### src/rtl/ddr2_init_pkg.sv
package ddr2_init_pkg;

  typedef enum logic [3:0] {
    CMD_NOP   = 4'd0,
    CMD_PALL  = 4'd1,
    CMD_EMRS2 = 4'd2,
    CMD_EMRS3 = 4'd3,
    CMD_EMRS1 = 4'd4,
    CMD_MRS   = 4'd5,
    CMD_AREF  = 4'd6,
    CMD_WAKE  = 4'd7
  } cmd_e;

  typedef enum logic [1:0] {
    DLY_GAP,
    DLY_CKE,
    DLY_DLL
  } dly_e;

  typedef enum logic [1:0] {
    ST_IDLE,
    ST_RUN,
    ST_WAKE,
    ST_DONE
  } st_e;

  localparam int STEP_W    = 4;
  localparam int STEP_LAST = 12;

endpackage

### src/rtl/init_cmd_table.sv
module init_cmd_table
  import ddr2_init_pkg::*;
#(
  parameter int ADDR_W  = 13,
  parameter int CL_BASE = 3
) (
  input  logic [STEP_W-1:0] step_i,
  input  logic [1:0]        cas_i,
  output cmd_e              code_o,
  output logic [ADDR_W-1:0] addr_o,
  output logic              cke_step_o,
  output dly_e              dly_o
);

  logic [2:0] cl_val;
  assign cl_val = {1'b0, cas_i} + 3'(CL_BASE);

  always_comb begin
    code_o     = CMD_NOP;
    addr_o     = '0;
    cke_step_o = 1'b0;
    dly_o      = DLY_GAP;
    case (step_i)
      4'd0:  code_o = CMD_NOP;
      4'd1:  begin cke_step_o = 1'b1; dly_o = DLY_CKE; end
      4'd2:  code_o = CMD_PALL;
      4'd3:  code_o = CMD_EMRS2;
      4'd4:  code_o = CMD_EMRS3;
      4'd5:  code_o = CMD_EMRS1;
      4'd6:  begin code_o = CMD_MRS; addr_o[8] = 1'b1; end
      4'd7:  code_o = CMD_PALL;
      4'd8:  code_o = CMD_AREF;
      4'd9:  code_o = CMD_AREF;
      4'd10: begin
        code_o      = CMD_MRS;
        addr_o[2:0] = 3'b010;
        addr_o[6:4] = cl_val;
        dly_o       = DLY_DLL;
      end
      4'd11: begin code_o = CMD_EMRS1; addr_o[9:7] = 3'b111; end
      4'd12: code_o = CMD_EMRS1;
      default: code_o = CMD_NOP;
    endcase
  end

endmodule

### src/rtl/init_gap_timer.sv
module init_gap_timer #(
  parameter int W = 8
) (
  input  logic         clk,
  input  logic         rst_n,
  input  logic         load_i,
  input  logic [W-1:0] val_i,
  output logic         zero_o
);

  logic [W-1:0] cnt_q, cnt_d;

  always_comb begin
    cnt_d = cnt_q;
    if (load_i)            cnt_d = val_i;
    else if (cnt_q != '0)  cnt_d = cnt_q - 1'b1;
  end

  always_ff @(posedge clk or negedge rst_n) begin
    if (!rst_n) cnt_q <= '0;
    else        cnt_q <= cnt_d;
  end

  assign zero_o = (cnt_q == '0);

endmodule

### src/rtl/ddr2_init_seq.sv
module ddr2_init_seq
  import ddr2_init_pkg::*;
#(
  parameter int          MAX_RANKS = 4,
  parameter int          ADDR_W    = 13,
  parameter int          DLL_W     = 8,
  parameter int          CL_BASE   = 3,
  parameter int          T_PWRUP   = 25000,
  parameter int          T_CKE     = 50,
  parameter int          T_GAP     = 4,
  parameter int          T_DLLRST  = 200,
  parameter logic [7:0]  DLL_FAST  = 8'h3A,
  parameter logic [7:0]  DLL_SLOW  = 8'h5C,
  localparam int         RANK_W    = $clog2(MAX_RANKS),
  localparam int         CNT_W     = $clog2(MAX_RANKS + 1)
) (
  input  logic              clk,
  input  logic              rst_n,
  input  logic              start_i,
  input  logic              resume_i,
  input  logic [CNT_W-1:0]  rank_cnt_i,
  input  logic [1:0]        cas_code_i,
  input  logic              fast_bus_i,
  output logic              clk_en_o,
  output logic              cke_o,
  output logic              dll_vld_o,
  output logic [DLL_W-1:0]  dll_cfg_o,
  output logic              cmd_vld_o,
  output logic [3:0]        cmd_code_o,
  output logic [RANK_W-1:0] cmd_rank_o,
  output logic [ADDR_W-1:0] cmd_addr_o,
  output logic              done_o,
  output logic [1:0]        refresh_code_o,
  output logic              err_o
);

  localparam int MAX_A  = (T_PWRUP > T_DLLRST) ? T_PWRUP : T_DLLRST;
  localparam int MAX_B  = (T_CKE > T_GAP) ? T_CKE : T_GAP;
  localparam int MAX_D  = (MAX_A > MAX_B) ? MAX_A : MAX_B;
  localparam int TMR_W  = $clog2(MAX_D + 1);

  // reset: asserted asynchronously, released on the clock
  logic [1:0] rst_sync_q;
  logic       rst_ni;
  always_ff @(posedge clk or negedge rst_n) begin
    if (!rst_n) rst_sync_q <= 2'b00;
    else        rst_sync_q <= {rst_sync_q[0], 1'b1};
  end
  assign rst_ni = rst_sync_q[1];

  st_e               st_q, st_d;
  logic [STEP_W-1:0] step_q, step_d;
  logic [RANK_W-1:0] rank_q, rank_d;
  logic [CNT_W-1:0]  cnt_q, cnt_d;
  logic [1:0]        cas_q, cas_d;
  logic              cke_q, cke_d, clken_q, clken_d;
  logic              done_q, done_d, err_q, err_d;
  logic [1:0]        rfc_q, rfc_d;
  logic              vld_q, vld_d, dvld_q, dvld_d;
  logic [3:0]        code_q, code_d;
  logic [RANK_W-1:0] crank_q, crank_d;
  logic [ADDR_W-1:0] addr_q, addr_d;
  logic [DLL_W-1:0]  dll_q, dll_d;

  logic              tmr_ld, tmr_zero;
  logic [TMR_W-1:0]  tmr_val;
  cmd_e              tbl_code;
  logic [ADDR_W-1:0] tbl_addr;
  logic              tbl_cke;
  dly_e              tbl_dly;

  init_cmd_table #(.ADDR_W(ADDR_W), .CL_BASE(CL_BASE)) u_table (
    .step_i     (step_q),
    .cas_i      (cas_q),
    .code_o     (tbl_code),
    .addr_o     (tbl_addr),
    .cke_step_o (tbl_cke),
    .dly_o      (tbl_dly)
  );

  init_gap_timer #(.W(TMR_W)) u_timer (
    .clk    (clk),
    .rst_n  (rst_ni),
    .load_i (tmr_ld),
    .val_i  (tmr_val),
    .zero_o (tmr_zero)
  );

  logic             accept, cnt_bad, last_pass;
  logic [CNT_W-1:0] pass_nxt;

  assign accept    = start_i && (st_q == ST_IDLE || st_q == ST_DONE);
  assign cnt_bad   = (rank_cnt_i == '0) || (rank_cnt_i > CNT_W'(MAX_RANKS));
  assign pass_nxt  = CNT_W'(rank_q) + 1'b1;
  assign last_pass = (pass_nxt == cnt_q);

  always_comb begin
    st_d = st_q;  step_d = step_q;  rank_d = rank_q;  cnt_d = cnt_q;
    cas_d = cas_q;  cke_d = cke_q;  clken_d = clken_q;  done_d = done_q;
    err_d = err_q;  rfc_d = rfc_q;  vld_d = 1'b0;  dvld_d = 1'b0;
    code_d = code_q;  crank_d = crank_q;  addr_d = addr_q;  dll_d = dll_q;
    tmr_ld = 1'b0;  tmr_val = '0;
    unique case (st_q)
      ST_IDLE, ST_DONE: begin
        if (accept && cnt_bad) begin
          err_d = 1'b1;
        end else if (accept) begin
          err_d   = 1'b0;
          done_d  = 1'b0;
          rfc_d   = 2'b00;
          cnt_d   = rank_cnt_i;
          cas_d   = cas_code_i;
          rank_d  = '0;
          step_d  = '0;
          cke_d   = 1'b0;
          clken_d = 1'b1;
          dvld_d  = 1'b1;
          dll_d   = fast_bus_i ? DLL_W'(DLL_FAST) : DLL_W'(DLL_SLOW);
          tmr_ld  = 1'b1;
          if (resume_i) begin
            st_d    = ST_WAKE;
            tmr_val = TMR_W'(T_GAP - 1);
          end else begin
            st_d    = ST_RUN;
            tmr_val = TMR_W'(T_PWRUP - 1);
          end
        end
      end
      ST_RUN: begin
        if (tmr_zero) begin
          tmr_ld = 1'b1;
          if (tbl_cke) begin
            cke_d = 1'b1;
          end else begin
            vld_d   = 1'b1;
            code_d  = tbl_code;
            addr_d  = tbl_addr;
            crank_d = rank_q;
          end
          unique case (tbl_dly)
            DLY_CKE: tmr_val = TMR_W'(T_CKE - 1);
            DLY_DLL: tmr_val = TMR_W'(T_DLLRST - 1);
            default: tmr_val = TMR_W'(T_GAP - 1);
          endcase
          if (step_q == STEP_W'(STEP_LAST)) begin
            step_d = '0;
            if (last_pass) begin
              st_d   = ST_DONE;
              done_d = 1'b1;
              rfc_d  = 2'b11;
            end else begin
              rank_d  = rank_q + 1'b1;
              tmr_val = TMR_W'(T_PWRUP - 1);
            end
          end else begin
            step_d = step_q + 1'b1;
          end
        end
      end
      ST_WAKE: begin
        if (tmr_zero) begin
          vld_d   = 1'b1;
          code_d  = CMD_WAKE;
          addr_d  = '0;
          crank_d = '0;
          cke_d   = 1'b1;
          st_d    = ST_DONE;
          done_d  = 1'b1;
          rfc_d   = 2'b11;
        end
      end
      default: st_d = ST_IDLE;
    endcase
  end

  always_ff @(posedge clk or negedge rst_ni) begin
    if (!rst_ni) begin
      st_q <= ST_IDLE;  step_q <= '0;  rank_q <= '0;  cnt_q <= '0;
      cas_q <= '0;  cke_q <= 1'b0;  clken_q <= 1'b0;  done_q <= 1'b0;
      err_q <= 1'b0;  rfc_q <= 2'b00;  vld_q <= 1'b0;  dvld_q <= 1'b0;
      code_q <= '0;  crank_q <= '0;  addr_q <= '0;  dll_q <= '0;
    end else begin
      st_q <= st_d;  step_q <= step_d;  rank_q <= rank_d;  cnt_q <= cnt_d;
      cas_q <= cas_d;  cke_q <= cke_d;  clken_q <= clken_d;  done_q <= done_d;
      err_q <= err_d;  rfc_q <= rfc_d;  vld_q <= vld_d;  dvld_q <= dvld_d;
      code_q <= code_d;  crank_q <= crank_d;  addr_q <= addr_d;  dll_q <= dll_d;
    end
  end

  assign clk_en_o       = clken_q;
  assign cke_o          = cke_q;
  assign dll_vld_o      = dvld_q;
  assign dll_cfg_o      = dll_q;
  assign cmd_vld_o      = vld_q;
  assign cmd_code_o     = code_q;
  assign cmd_rank_o     = crank_q;
  assign cmd_addr_o     = addr_q;
  assign done_o         = done_q;
  assign refresh_code_o = rfc_q;
  assign err_o          = err_q;

endmodule

### config.mk
export PLATFORM = sky130hd
export DESIGN_NAME = ddr2_init_seq
export DESIGN_NICKNAME = d
export VERILOG_FILES = /design/src/rtl/ddr2_init_pkg.sv /design/src/rtl/init_cmd_table.sv /design/src/rtl/init_gap_timer.sv /design/src/rtl/ddr2_init_seq.sv
export SDC_FILE = /design/constraint.sdc
export NUM_CORES = 1
export LEC_CHECK = 0
export BUFFER_PORTS_ARGS = -buffer_cell sky130_fd_sc_hd__buf_2
export CAP_MARGIN = 15
export CORE_AREA = 5 5 75 77
export CTS_BUF_LIST = sky130_fd_sc_hd__clkbuf_2 sky130_fd_sc_hd__clkbuf_4 sky130_fd_sc_hd__clkbuf_8
export DETAILED_ROUTE_END_ITERATION = 6
export DIE_AREA = 0 0 80 82
export GPL_TIMING_DRIVEN = 1
export HOLD_SLACK_MARGIN = 0.12
export MAX_ROUTING_LAYER = met4
export PLACE_DENSITY_LB_ADDON = 0.15
export SETUP_SLACK_MARGIN = 0.02
export SLEW_MARGIN = 20
export SYNTH_ARGS = -nofsm -noshare
export SYNTH_HDL_FRONTEND = slang
export SYNTH_SLANG_ARGS = --single-unit
export TNS_END_PERCENT = 100
### constraint.sdc
create_clock -name clk -period 2.2 [get_ports clk]
set_input_delay 0.22 -clock clk [delete_from_list [all_inputs] [get_ports clk]]
set_output_delay 0.22 -clock clk [all_outputs]
set_load 0.01 [all_outputs]
==> run summary <==
The smallest clock period supported by the final layout is computed as 2.06 ns. Summed over all failing endpoints, the final setup total negative slack is 0 ns. The combined global-route utilization of all metal layers was 21.4%; the share of async-settable or async-resettable flops after synthesis was 100%. The final worst-path cycle share came out at 93.6%. Width of the die: 80 um. Broken down by cell family, the worst path's largest delay share belongs to simple AND/OR/NAND/NOR gates. Summing the areas of all compound-gate instances in the mapped netlist gives 16.2% of the synthesized area.

Of the cells placed in the final design, the portion with a size suffix greater than 1 is 27.4%. 45 I/O pins were placed. The remaining routing DRC violations is 0.

The min-delay analysis places its worst path in the category reg2async. At the end of routability-driven placement, the weighted congestion stood at 0.928. For this configuration, the core starts out at a cell density of 57.7%. The layout overhead on the synthesized area is 16.7%. Entering global routing, the biggest net connects 32 pins. The switching portion of total power works out to 23.6%. In this run the critical register-to-register path is launched from u_timer.cnt_q[1]. In this run the vertical extent of the chip is 82 um. The proportion of synthesized area in mux cells was 3.86%; the worst path buffer plus inverter count was 2. After legalization and detailed placement, the total HPWL measured 4680 um.

STA puts the critical path data required time at 2.40 ns. The number of cells on the worst reg-to-reg path is 8. IR analysis of the VDD net gives a maximum drop of 284 uV. After Yosys synthesis, full adders, half adders and majority gates account for 4.82% of the synthesized area.

The number of nets with antenna violations after routing was 0; the DRC marker count from the first detailed-route iteration was 104. The achievable frequency is 486 MHz. The signal on the critical path passes through inv_1, ha_1, nor3b_4, nand4_2, buf_4, o31ai_4, nand2_2, mux2_4. Global routing finished with a remaining overflow of 0. The region available for standard cell placement spans 4940 um^2. The cell at the slowest stage of the critical path was sky130_fd_sc_hd__dfrtp_1. The number of sinks on the clock net was 49. The flow ran to the end, and the final reports show no timing, DRC or antenna violations. The worst setup path startpoint is u_timer.cnt_q[1]. The tree is rooted in a sky130_fd_sc_hd__clkbuf_8. The logs give 0 for the antenna diode count and 36.1% for the clock share of power. The tools report the internal portion of total power as 1.14 mW. TritonCTS built the clock tree.

The endpoint of the lowest-slack register-to-register path is refresh_code_o[0]. The count of buffers from port buffering is 35. The max-capacitance violation count is 0, and the first-pass GRT wire length is 10700 um. At the later pin of the worst-skew pair, clock insertion delay measures 0.31 ns.

By area, the combinational part of the netlist is dominated by simple AND/OR/NAND/NOR gates. The final worst clock skew was 0.00536 ns; the number of vias in the routed layout was 2295. By startpoint and endpoint, the worst setup path is classified as reg2reg. The post-synthesis sequential area ratio was 42.9%; the largest stage delay on the critical path was 0.43 ns. In this run the number of cells on the critical path is 8. The die covers 6560 um^2.

The tools report the number of nets in the layout as 371. Mean instance size in the synthesized netlist: 9.68 um^2. The H-tree was split into 2 levels. For this block, the routed nets add up to 6230 um of wire. The synthesized design contains 0 enable-type register cells. Most common flop cell mapped by yosys: sky130_fd_sc_hd__dfrtp_1. At the placement stage, the worst setup path has a slack of 0.0600 ns. Setup violations remaining at the end of the flow were counted as 0. Setup repair after global routing left no endpoint under its margin. For this design the static power due to leakage is 1.54 nW. The initialized floorplan defines 26 standard-cell rows.

The number of distinct standard cells referenced by the synthesized netlist came out at 62. Summing the areas of all xor and xnor instances in the mapped netlist gives 3.99% of the synthesized area. The instance area after placement is 3130 um^2, and the synthesis warning total is 0. The simple-gate area share of the yosys netlist was 19.8%; the final design instance area without fill was 3330 um^2.

The run gives 0.351 mW as the net switching power. The tools report the number of global-route vias before repair as 2250. In this run, CTS created clock tree buffers numbering 5. For the worst reg-to-reg setup slack, the log shows 0.14 ns. The worst path meets setup with 0.142 ns of slack. Launching element type of the critical path: a flip-flop.

After synthesis the cells add up to 2860 um^2. After detailed routing, the average wire length per cell comes to 14.8 um. The initial antenna violation count is 0, and the CTS clock-pin slew for the worst setup and hold paths is 0.09 ns.

Power spread over the standard cell area amounts to 447 nW/um^2. Kind of capture point of the worst setup path: a flip-flop. The pre-antenna-repair detailed-routing pass consisted of 4 iterations.

The number of max-slew violations in the final report is 0, and the arrival time of the worst setup path is 2.26 ns. Of the total power, registers draw 61.0%. Following the worst setup path forward leads to its endpoint at refresh_code_o[0]. Synthesis handed over a netlist of 295 instances.

Combinational logic burns 2.9% of the power. The clock passes through at most 2 buffers. Of all nets on the critical path, the largest fanout is 5. The flip-flop and latch count after synthesis was 49. The via density per instance is 5.45, and the final-report hold violation count is 0.
==> per-stage QoR <==
stage | hold slack [ns] | power, mW | std cells | util [%]
after global placement | 0.00419 | 0.960 | 404 | 63.4
after floorplan | -0.0756 | 0.953 | 303 | -
final | 0.190 | 1.49 | 421 | 67.4
after global routing | 0.208 | 1.55 | 421 | 67.4
after CTS | 0.124 | 1.50 | 417 | 66.1
after detailed placement | 0.00650 | 0.961 | 404 | 63.4
==> flip-flops by register name, summed over array words and instances (netlist names), 2 cells and up <==
signal         cells
cnt_q              3
cas_q              2
cmd_code_o         3
cmd_addr_o         6
dll_cfg_o          3
cmd_rank_o         2
rst_sync_q         2
st_q               2
step_q             4
rank_q             2
u_timer.cnt_q     15
==> layout by cell type, fill, tap and decap left out, types with 8 or more instances in the layout <==
| cell | n |
|---|---|
| sky130_fd_sc_hd__dfrtp_1 | 48 |
| sky130_fd_sc_hd__buf_2 | 35 |
| sky130_fd_sc_hd__nand2_1 | 31 |
| sky130_fd_sc_hd__buf_4 | 26 |
| sky130_fd_sc_hd__o21ai_0 | 25 |
| sky130_fd_sc_hd__nor2_1 | 15 |
| sky130_fd_sc_hd__inv_1 | 11 |
| sky130_fd_sc_hd__ha_1 | 11 |
| sky130_fd_sc_hd__a21oi_1 | 10 |
| sky130_fd_sc_hd__conb_1 | 10 |
| sky130_fd_sc_hd__xnor2_1 | 8 |
==> worst min path at each step <==
| stage | startpoint | end |
|---|---|---|
| after floorplan | rst_n | rst_sync_q[0] |
| after global placement | rst_n | rst_sync_q[0] |
| after detailed placement | rst_n | rst_sync_q[0] |
| after CTS | rank_cnt_i[0] | cnt_q[2] |
| after global routing | resume_i | st_q[0] |
| final | rst_sync_q[1] | rank_q[0] |
==> worst register-to-register path: cells and delay by family (launching register included) <==
kind,cells,cell delay (ns)
mux,1,0.30
buf+inv,2,0.32
simple gates,3,0.46
flops,1,0.43
compound gates,1,0.28
fa+ha+maj,1,0.17
==> Yosys cell counts, drive strengths merged, types with 5 or more instances <==
cell type	instances	area [um^2]
nand4	8	56.3
buf	22	160
nand2b	7	43.8
o31ai	8	73.8
o21ai	25	125
xnor2	8	70.1
dfrtp	49	1230
ha	11	138
nand2	32	123
inv	11	41.3
nor2	15	56.3
xor2	5	43.8
mux2	7	90.1
nor3	7	35.0
a21oi	12	63.8
nand3	5	25.0
clkbuf	5	28.8
==> logic make-up (layout without fill, tap and decap cells) <==
family	Yosys count	after routing
other cells	2	10
fa+ha+maj	11	11
xor+xnor	13	13
simple gates	101	101
buf+inv	39	87
compound gates	71	71
mux	9	9
flops	49	49
==> timing repair <==
item,in CTS,in global routing
resized for setup,0,5
endpoints found under the hold margin,7,1
setup buffers,0,3
hold buffers,5,1
setup endpoints to repair,0,31
==> final cells by class <==
| class | instances | area [um^2] |
|---|---|---|
| clock inverter | 3 | 17.5 |
| tap | 70 | 87.6 |
| multi-input combinational | 215 | 1460 |
| inverter | 12 | 45.0 |
| fill | 438 | 1610 |
| clock buffer | 5 | 68.8 |
| timing repair buffer | 67 | 430 |
| sequential | 49 | 1230 |
==> layer usage <==
metal	routed length, um	vias up	GRT usage [%]
met5	0	-	-
met4	82	0	6.59
met3	350	10	4.39
met2	2860	72	33.1
met1	2930	1076	28.5
li1	-	1137	-
==> power groups by stage <==
stage / Combinational (mW) / Sequential [mW] / Clock [mW]
finish: 0.0424 / 0.908 / 0.538
global route: 0.0494 / 0.910 / 0.586
CTS: 0.0413 / 0.908 / 0.551
detailed placement: 0.0345 / 0.926 / 0
global placement: 0.0336 / 0.926 / 0
floorplan: 0.0213 / 0.932 / 0
No activity file was read; power rests on OpenSTA's default activity.
